--- config.mk ---
export PLATFORM = sky130hd
export DESIGN_NAME = dual_pll_sequencer
export DESIGN_NICKNAME = d
export VERILOG_FILES = /design/src/rtl/dual_pll_sequencer_pkg.sv /design/src/rtl/dual_pll_sequencer_sync.sv /design/src/rtl/dual_pll_sequencer_dp.sv /design/src/rtl/dual_pll_sequencer_ctrl.sv /design/src/rtl/dual_pll_sequencer.sv
export SDC_FILE = /design/constraint.sdc
export NUM_CORES = 1
export LEC_CHECK = 0
export BUFFER_PORTS_ARGS = -buffer_cell sky130_fd_sc_hd__buf_2
export CAP_MARGIN = 5
export CORE_MARGIN = 5
export CORE_UTILIZATION = 57
export CTS_CLUSTER_DIAMETER = 60
export DETAILED_ROUTE_END_ITERATION = 7
export PLACE_DENSITY = 0.77
export SYNTH_ARGS = -nofsm -noshare
export SYNTH_HDL_FRONTEND = slang
export SYNTH_SLANG_ARGS = --single-unit
--- constraint.sdc ---
create_clock -name clk -period 4.5 [get_ports clk]
set_input_delay 0.9 -clock clk [delete_from_list [all_inputs] [get_ports clk]]
set_output_delay 0.9 -clock clk [all_outputs]
set_load 0.05 [all_outputs]
--- src/rtl/dual_pll_sequencer_pkg.sv ---
package dual_pll_sequencer_pkg;

  typedef enum logic [3:0] {
    ST_POWER = 4'd1,
    ST_XTAL  = 4'd2,
    ST_CAL1  = 4'd3,
    ST_VCO1  = 4'd4,
    ST_LOCK1 = 4'd5,
    ST_LOL1  = 4'd6,
    ST_CAL2  = 4'd7,
    ST_VCO2  = 4'd8,
    ST_LOCK2 = 4'd9,
    ST_LOL2  = 4'd10,
    ST_RUN   = 4'd11
  } seqStep_e;

  typedef enum logic [1:0] {
    SEL_CAL1 = 2'd0,
    SEL_VCO1 = 2'd1,
    SEL_CAL2 = 2'd2,
    SEL_VCO2 = 2'd3
  } timerSel_e;

  typedef struct packed {
    logic      latchCounts;
    logic      timerClr;
    timerSel_e timerSel;
  } seqCtl_t;

endpackage

--- src/rtl/dual_pll_sequencer_sync.sv ---
module dual_pll_sequencer_sync #(
  parameter int WIDTH  = 3,
  parameter int STAGES = 2
) (
  input  logic             clk,
  input  logic             rst_n,
  input  logic [WIDTH-1:0] asyncIn,
  output logic [WIDTH-1:0] syncOut
);
  localparam int LAST = STAGES - 1;

  for (genvar b = 0; b < WIDTH; b++) begin : g_bit
    logic [STAGES-1:0] chain;
    always_ff @(posedge clk or negedge rst_n) begin
      if (!rst_n) chain <= '0;
      else        chain <= {chain[STAGES-2:0], asyncIn[b]};
    end
    assign syncOut[b] = chain[LAST];
  end
endmodule

--- src/rtl/dual_pll_sequencer_dp.sv ---
module dual_pll_sequencer_dp
  import dual_pll_sequencer_pkg::*;
#(
  parameter int CNT_W  = 22,
  parameter int N_CNTS = 4
) (
  input  logic                        clk,
  input  logic                        rst_n,
  input  seqCtl_t                     ctl,
  input  logic [N_CNTS-1:0][CNT_W-1:0] cfgCounts,
  output logic                        timerDone
);
  localparam int EXT_W = CNT_W + 1;

  logic [N_CNTS-1:0][CNT_W-1:0] heldCounts;
  logic [CNT_W-1:0]             tick;
  logic [CNT_W-1:0]             target;
  logic [CNT_W-1:0]             effTarget;
  logic [EXT_W-1:0]             tickNext;

  // capture every programmed count at sequence start
  for (genvar i = 0; i < N_CNTS; i++) begin : g_hold
    always_ff @(posedge clk or negedge rst_n) begin
      if (!rst_n)               heldCounts[i] <= '0;
      else if (ctl.latchCounts) heldCounts[i] <= cfgCounts[i];
    end
  end

  // period counter, cleared on every step change
  always_ff @(posedge clk or negedge rst_n) begin
    if (!rst_n)            tick <= '0;
    else if (ctl.timerClr) tick <= '0;
    else if (tick != '1)   tick <= tick + 1'b1;
  end

  always_comb begin
    target    = heldCounts[ctl.timerSel];
    effTarget = (target == '0) ? {{(CNT_W-1){1'b0}}, 1'b1} : target;
    tickNext  = {1'b0, tick} + 1'b1;
    timerDone = (tickNext >= {1'b0, effTarget});
  end
endmodule

--- src/rtl/dual_pll_sequencer_ctrl.sv ---
module dual_pll_sequencer_ctrl
  import dual_pll_sequencer_pkg::*;
(
  input  logic     clk,
  input  logic     rst_n,
  input  logic     supplyOk,
  input  logic     xtalUsed,
  input  logic     ampSync,
  input  logic     lockSync1,
  input  logic     lockSync2,
  input  logic     pfdTick1,
  input  logic     pfdTick2,
  input  logic     timerDone,
  output seqStep_e state,
  output seqCtl_t  ctl,
  output logic     lolFlag1,
  output logic     lolFlag2
);
  seqStep_e nextState;

  always_comb begin
    nextState = state;
    if (!supplyOk) begin
      nextState = ST_POWER;
    end else begin
      unique case (state)
        ST_POWER: nextState = ST_XTAL;
        ST_XTAL:  if (!xtalUsed || ampSync) nextState = ST_CAL1;
        ST_CAL1:  if (timerDone) nextState = ST_VCO1;
        ST_VCO1:  if (timerDone) nextState = ST_LOCK1;
        ST_LOCK1: if (lockSync1) nextState = ST_LOL1;
        ST_LOL1: begin
          if (!lockSync1)    nextState = ST_LOCK1;
          else if (pfdTick1) nextState = ST_CAL2;
        end
        ST_CAL2:  if (timerDone) nextState = ST_VCO2;
        ST_VCO2:  if (timerDone) nextState = ST_LOCK2;
        ST_LOCK2: if (lockSync2) nextState = ST_LOL2;
        ST_LOL2: begin
          if (!lockSync2)    nextState = ST_LOCK2;
          else if (pfdTick2) nextState = ST_RUN;
        end
        ST_RUN:   nextState = ST_RUN;
        default:  nextState = ST_POWER;
      endcase
    end
  end

  always_comb begin
    ctl.latchCounts = (state == ST_POWER) && supplyOk;
    ctl.timerClr    = (nextState != state);
    unique case (state)
      ST_VCO1: ctl.timerSel = SEL_VCO1;
      ST_CAL2: ctl.timerSel = SEL_CAL2;
      ST_VCO2: ctl.timerSel = SEL_VCO2;
      default: ctl.timerSel = SEL_CAL1;
    endcase
  end

  always_ff @(posedge clk or negedge rst_n) begin
    if (!rst_n) state <= ST_POWER;
    else        state <= nextState;
  end

  always_ff @(posedge clk or negedge rst_n) begin
    if (!rst_n) begin
      lolFlag1 <= 1'b1;
      lolFlag2 <= 1'b1;
    end else if (!supplyOk || state == ST_POWER) begin
      lolFlag1 <= 1'b1;
      lolFlag2 <= 1'b1;
    end else begin
      if (state == ST_LOL1 && lockSync1 && pfdTick1) lolFlag1 <= 1'b0;
      if (state == ST_LOL2 && lockSync2 && pfdTick2) lolFlag2 <= 1'b0;
    end
  end
endmodule

--- src/rtl/dual_pll_sequencer.sv ---
module dual_pll_sequencer
  import dual_pll_sequencer_pkg::*;
#(
  parameter int CNT_W = 22
) (
  input  logic             clk,
  input  logic             rst_n,
  input  logic             porGood,
  input  logic             pdnRelease,
  input  logic             xtalUsed,
  input  logic             xtalAmpOk,
  input  logic             pllLock1,
  input  logic             pllLock2,
  input  logic             pfdTick1,
  input  logic             pfdTick2,
  input  logic [CNT_W-1:0] calCount1,
  input  logic [CNT_W-1:0] vcoCount1,
  input  logic [CNT_W-1:0] calCount2,
  input  logic [CNT_W-1:0] vcoCount2,
  input  logic             statusSel0,
  input  logic             statusSel1,
  output logic             calEn1,
  output logic             calEn2,
  output logic             outEn1,
  output logic             outEn2,
  output logic             lol1,
  output logic             lol2,
  output logic             status0,
  output logic             status1,
  output logic [3:0]       stepCode
);
  localparam int N_CNTS = 4;
  localparam int N_SYNC = 3;

  logic [N_SYNC-1:0]            syncRaw;
  logic [N_SYNC-1:0]            syncVal;
  logic [N_CNTS-1:0][CNT_W-1:0] cfgCounts;
  seqCtl_t                      ctl;
  seqStep_e                     state;
  logic                         timerDone;
  logic                         supplyOk;

  assign supplyOk = porGood && pdnRelease;
  assign syncRaw  = {pllLock2, pllLock1, xtalAmpOk};

  assign cfgCounts[SEL_CAL1] = calCount1;
  assign cfgCounts[SEL_VCO1] = vcoCount1;
  assign cfgCounts[SEL_CAL2] = calCount2;
  assign cfgCounts[SEL_VCO2] = vcoCount2;

  dual_pll_sequencer_sync #(.WIDTH(N_SYNC), .STAGES(2)) u_sync (
    .clk(clk), .rst_n(rst_n), .asyncIn(syncRaw), .syncOut(syncVal)
  );

  dual_pll_sequencer_ctrl u_ctrl (
    .clk(clk), .rst_n(rst_n), .supplyOk(supplyOk), .xtalUsed(xtalUsed),
    .ampSync(syncVal[0]), .lockSync1(syncVal[1]), .lockSync2(syncVal[2]),
    .pfdTick1(pfdTick1), .pfdTick2(pfdTick2), .timerDone(timerDone),
    .state(state), .ctl(ctl), .lolFlag1(lol1), .lolFlag2(lol2)
  );

  dual_pll_sequencer_dp #(.CNT_W(CNT_W), .N_CNTS(N_CNTS)) u_dp (
    .clk(clk), .rst_n(rst_n), .ctl(ctl), .cfgCounts(cfgCounts),
    .timerDone(timerDone)
  );

  assign calEn1   = (state == ST_CAL1);
  assign calEn2   = (state == ST_CAL2);
  assign outEn1   = (state >= ST_VCO1) && (state <= ST_RUN);
  assign outEn2   = (state >= ST_VCO2) && (state <= ST_RUN);
  assign status0  = statusSel0 ? lol2 : lol1;
  assign status1  = statusSel1 ? lol2 : lol1;
  assign stepCode = state;
endmodule

# == After elaboration in Yosys (flattened, before gate mapping) ==
# Index checks and enable logic that the tools add are counted.
# op_classes
n_addsub,2
n_lt_le_gt_ge,5
n_eq_ne,13
mux,25
reduce_logical,16
# ops
operator,n
two-way mux 22 bit,4
two-way mux 4 bit,12
binary-select mux 22 bit (select 2 bit),1
case mux 4 bit (11 select lines),1
"adder 22 x 1 -> 23 bit, second input constant",1
greater-or-equal comparator 23 x 22 -> 1 bit,1
"adder 22 x 1 -> 22 bit, second input constant",1
logical NOT 22 bit,1
"!= test 22 bit, second input constant",1
"== test 4 x 3 -> 1 bit, second input constant",4
"== test 4 bit, second input constant",4
"== test 4 x 2 -> 1 bit, second input constant",2
logical AND 1 bit,8
two-way mux 1 bit,6
case mux 2 bit (3 select lines),1
nonzero test 2 bit,3
"== test 4 x 1 -> 1 bit, second input constant",1
"greater-or-equal comparator 4 x 3 -> 1 bit, second input constant",1
"greater-or-equal comparator 4 bit, second input constant",1
"<= comparator 4 bit, second input constant",1
!= test 4 bit,1
"< comparator 2 x 3 -> 1 bit, second input constant",1
logical NOT 1 bit,2
logical OR 1 bit,2
# word_totals
ff_bits,122
elab_cells,72

# == Logic depth before layout (Yosys ltp) ==
# depth
word_depth,12
depth_mapped,21
ltp_nobuf,17

# == Hierarchy ==
# From an unflattened synthesis, not the netlist that was laid out.
# hier_totals
hier_cells,525
hier_area_um2,6446.2
# by_module_without_submodules
module,instances,cells_each,area_each_um2,seq_area_each_um2
dual_pll_sequencer_dp,1,426,5566.6,2752.6
dual_pll_sequencer_ctrl,1,80,613.1,153.9
dual_pll_sequencer_sync,1,9,172.7,150.1
dual_pll_sequencer,1,10,93.8,0.0

# == Worst setup path after synthesis ==
# Ideal clock, no wire load.
# synth_timing
kind,flip-flop to flip-flop
from,reg u_ctrl.state[2]
to,reg u_dp.tick[21]
setup_ns,0.133
arrival_time_ns,4.244
slack_ns,0.124
path_stages_with_launch,18
period_less_slack_ns,4.376
path_cell_list,dfrtp_1 inv_1 ha_1 or3b_4 nand2_4 mux4_2 a2111oi_0 and4_1 a31o_1 ha_1 nand2b_1 a211oi_1 o311a_1 o311ai_1 nor2_2 o211ai_2 buf_4 a211oi_2
# synth_between
elab_chain_cells,12
word_cells_on_any_way,33
classes_between,order compare (1); eq/ne (12); mux (18); reduce/logical (2)
# synth_rtl
item,line_no,rtl
start: declaration,dual_pll_sequencer_ctrl.sv:14,"output seqStep_e state,"
start signal: assignment,dual_pll_sequencer_ctrl.sv:62,else state <= nextState;
== test 4 bit / == test 4 x 3 -> 1 bit (equally long branches),"dual_pll_sequencer_ctrl.sv:26, dual_pll_sequencer_ctrl.sv:52",
case mux 2 bit (3 select lines),dual_pll_sequencer_ctrl.sv:52,unique case (state)
binary-select mux 22 bit (select 2 bit),dual_pll_sequencer_dp.sv:37,target = heldCounts[ctl.timerSel];
two-way mux 22 bit (not written as such),dual_pll_sequencer_dp.sv:37,
logical NOT 22 bit,dual_pll_sequencer_dp.sv:38,"effTarget = (target == '0) ? {{(CNT_W-1){1'b0}}, 1'b1} : target;"
two-way mux 22 bit,dual_pll_sequencer_dp.sv:38,
greater-or-equal comparator 23 x 22 -> 1 bit,dual_pll_sequencer_dp.sv:40,"timerDone = (tickNext >= {1'b0, effTarget});"
two-way mux 4 bit (on tied branches),-,
case mux 4 bit (11 select lines),dual_pll_sequencer_ctrl.sv:26,unique case (state)
two-way mux 4 bit,dual_pll_sequencer_ctrl.sv:23,if (!supplyOk) begin
!= test 4 bit *,dual_pll_sequencer_ctrl.sv:51,ctl.timerClr = (nextState != state);
two-way mux 22 bit / nonzero test 2 bit (equally long branches),-,
end signal: assignment,dual_pll_sequencer_dp.sv:33,else if (tick != '1) tick <= tick + 1'b1;
end: declaration,dual_pll_sequencer_dp.sv:16,logic [CNT_W-1:0] tick;
# Every way passes the cells marked *; elsewhere a longest branch is shown, timed or not. The select of a mux whose other input is x is not followed.
# A chain may end at the register's enable or synchronous reset.

# == Worst setup path after layout ==
# layout_timing
from,reg u_ctrl.state[2]
to,reg u_ctrl.state[2]
# layout_between
elab_chain_cells,10
word_cells_on_any_way,30
classes_between,order compare (1); eq/ne (11); mux (17); reduce/logical (1)
# layout_rtl
item,line_no,rtl
== test 4 bit / == test 4 x 3 -> 1 bit (equally long branches),"dual_pll_sequencer_ctrl.sv:26, dual_pll_sequencer_ctrl.sv:52",
case mux 2 bit (3 select lines),dual_pll_sequencer_ctrl.sv:52,
binary-select mux 22 bit (select 2 bit),dual_pll_sequencer_dp.sv:37,
two-way mux 22 bit (not written as such),dual_pll_sequencer_dp.sv:37,
logical NOT 22 bit,dual_pll_sequencer_dp.sv:38,
two-way mux 22 bit,dual_pll_sequencer_dp.sv:38,
greater-or-equal comparator 23 x 22 -> 1 bit,dual_pll_sequencer_dp.sv:40,
two-way mux 4 bit (on tied branches),-,
case mux 4 bit (11 select lines) *,dual_pll_sequencer_ctrl.sv:26,
two-way mux 4 bit *,dual_pll_sequencer_ctrl.sv:23,
net u_ctrl.nextState[2],dual_pll_sequencer_ctrl.sv:19,seqStep_e nextState;
# The timed path passes the listed nets; every way through them passes the cells marked *. The select of a mux whose other input is x is not followed.

==> metrics.cfg <==
[setup_path]
crit_type=reg2reg
r2r-start=u_ctrl.state[2]
slowest_delay_ns=0.55
cp_max_fo=11
critical_path.top_delay_family=compound AO/OA/AOI/OAI gates
r2r_slack_ns=0.18
critPathLaunchType=flop
critPathSlowestCell=mux4_2
cp_num_buf_inv=2
worst-r2r-cell-count=17
reg2reg_to=u_ctrl.state[2]
critPathCaptureType=flop
crit_required_ns=4.82
cp_cell_sequence=inv_1, ha_1, or3b_4, nand2_4, mux4_2, a2111oi_1, and4_1, a31o_1, ha_1, nand2b_1, a211oi_1, o311a_1, o311ai_2, nor2_2, buf_4, a21oi_1, a211oi_1
arrival_ns=4.63

[layout]
stdcell_area_sq_um=8380
postLayoutCoreUtil_pct=69.8
nets=886
diodes=0
area_delta_synth_final_pct=20.1
drive_above_1_share_pct=36.1
fillCellCount=865

[synthesis]
synth_compound_area_share_pct=12.5
muxShareOfSynthArea_pct=18.7
synth_edf_count=0
yosysMostFrequentCell=dfrtp_1
syn_area_sq_um=6980
yosysSeqAreaShare_pct=43.8
synth_top_family_by_area=multiplexers
synth_top_area_share_pct=42.7
synth_area_leader_cell=dfrtp_1
synth_fa_ha_area_share_pct=4.84
ys_ff_latch=122
syn_area_per_cell_sq_um=10.8
syn_inst=646
synthTopCellsByArea=dfrtp_1 (43%), mux2_2 (14%), ha_1 (4.8%)
yosysUniqueCellTypes=70
synth.top_cells.by_count=dfrtp_1 (119), mux2_2 (88), nor2_1 (54)
synth_ff_type=dfrtp_1
synthSimpleGateAreaFrac_pct=13.6
synth-xor-area-share_pct=2.76
async_flop_share_pct=100
synth_fp_nets=773
ys_warn_count=0

[drt]
final_antenna_net_count=0
first_pass_iters=5
wire_per_inst_um=20.1
drtIter0Drc=458
num_vias=5645
via_per_inst=6.14
wl_mm=18.4
drc_errors=0

[clocking]
numCtsBuffers=17
ctsHoldBuffers=0
clockBufferDepth=2
clock_latency_ns=0.43
clock_sinks=122
htreeDepth=4
tritoncts=yes
clockRootBuffer=clkbuf_16
path_clk_slew_ns=0.06

[die]
die_w_um=121
core_sq_um=12000
core.rowCount=40
die_y_um=121
ios=112
start_util_pct=58.1
dieArea_sq_um=14600

[sta]
timing.final.crit_share_pct=95.9
finClkSkew_ns=0.0119
tightest_slew_ns=0.746
period_needed_ns=4.32
fin_hold_ws_ns=0.346
drv_slew=0
max_freq_mhz=232
relSlewSlack_pct=50.2
hold_viol_final=0
finalSetupViolCount=0
fin_tns_setup_ns=0

[job]
cap_violations=0

[global_routing]
grt_pass1_vias=5758
grt_use_total_pct=26.2
gr-total-overflow=0
grt_first_pass_wirelength_mm=29.8
grt_max_degree=86
antenna_found_initial=0

[power]
p_per_area_nw_per_um2=427
p_leak_nw=3.73
peakVddDrop_v=0.000411

[placed_design]
post-dp-hpwl_mm=12.9
gp_congestion=0.855
dpl-instance-area_sq_um=7680
portBuffers=111

[run_status]
outcome=complete, no violations

[min_path]
whs_endpoint=u_sync.g_bit[0].chain[1]
worstHoldStart=u_sync.g_bit[0].chain[0]
hp-class=reg2reg
hold_path_depth=0

where the power goes:
| part | switching, W | leakage [nW] | internal, W |
|---|---|---|---|
| clock network | 0.000522 | 0.310 | 0.000977 |
| logic | 0.000309 | 1.94 | 0.000324 |
| registers | 0.000154 | 1.48 | 0.00129 |
cell usage in the layout, fill, tap and decap left out, drive strengths merged, types with 4 or more instances in the layout:
| cell | n |
|---|---|
| xor2 | 7 |
| nor2 | 56 |
| and4 | 5 |
| bufinv | 4 |
| inv | 14 |
| buf | 133 |
| mux4 | 6 |
| a21oi | 30 |
| nand2 | 43 |
| xnor2 | 15 |
| ha | 27 |
| o221ai | 15 |
| nand3 | 17 |
| mux2i | 6 |
| a21o | 5 |
| nand2b | 11 |
| nor3 | 10 |
| o22ai | 26 |
| mux2 | 98 |
| nand4 | 12 |
| clkbuf | 20 |
| and3b | 4 |
| a211oi | 5 |
| o21ai | 22 |
| and3 | 12 |
| dfrtp | 119 |
cell type report:
type                            count  area [sq um]  area share [%]
Clock buffer                       20           467            5.57
Clock inverter                     12           186            2.23
Inverter                           12          45.0           0.538
Multi-Input combinational cell    473          3690            44.0
Sequential cell                   122          3060            36.5
Tap cell                          147           184            2.20
Timing Repair Buffer              133           752            8.98
logic make-up (layout without fill, tap and decap cells):
group           after synthesis  count (layout)
flops                       122             122
fa+ha+maj                    27              27
simple gates                183             183
compound gates              131             131
mux                         110             110
xor+xnor                     22              22
buf+inv                      51             177
metal layers:
metal / track usage, % / part of all wire (%) / vias up
li1: - / - / 2612
met1: 35.3 / 43 / 2783
met2: 42.4 / 49 / 224
met3: 6.59 / 6.3 / 26
met4: 6.94 / 1.5 / 0
met5: 0 / 0 / -
worst max path at each step:
stage	start	to	slack [ns]	cells past startpoint
after floorplan	u_ctrl.state[2]	u_dp.tick[21]	0.12	17
after global routing	u_ctrl.state[2]	u_dp.tick[19]	-0.0003	20
after detailed placement	u_ctrl.state[3]	u_dp.tick[20]	0.13	18
final	u_ctrl.state[2]	u_ctrl.state[2]	0.18	17
after global placement	u_ctrl.state[2]	u_dp.tick[19]	0.21	19
after CTS	u_ctrl.state[3]	u_dp.tick[1]	0.10	18
state kept, by name, indices dropped and copies added, names as in the netlist:
register            count
u_sync.g_bit.chain      6
u_ctrl.state            4
u_ctrl.lolFlag1         1
u_dp.heldCounts        88
u_ctrl.lolFlag2         1
u_dp.tick              22
per-stage QoR:
| step | setup WS (ns) | instances | total power [W] |
|---|---|---|---|
| after global placement | 0.211 | 885 | 0.00203 |
| after detailed placement | 0.128 | 885 | 0.00206 |
| final | 0.184 | 919 | 0.00358 |
| after CTS | 0.100 | 917 | 0.00359 |
| after floorplan | 0.124 | 646 | 0.00184 |
| after global routing | -0.000273 | 919 | 0.00373 |
timing repair:
item	in CTS	in global routing
resized for setup	0	6
endpoints found under the setup margin	0	26
setup buffers	0	2
Power figures use the tool's default switching activity.
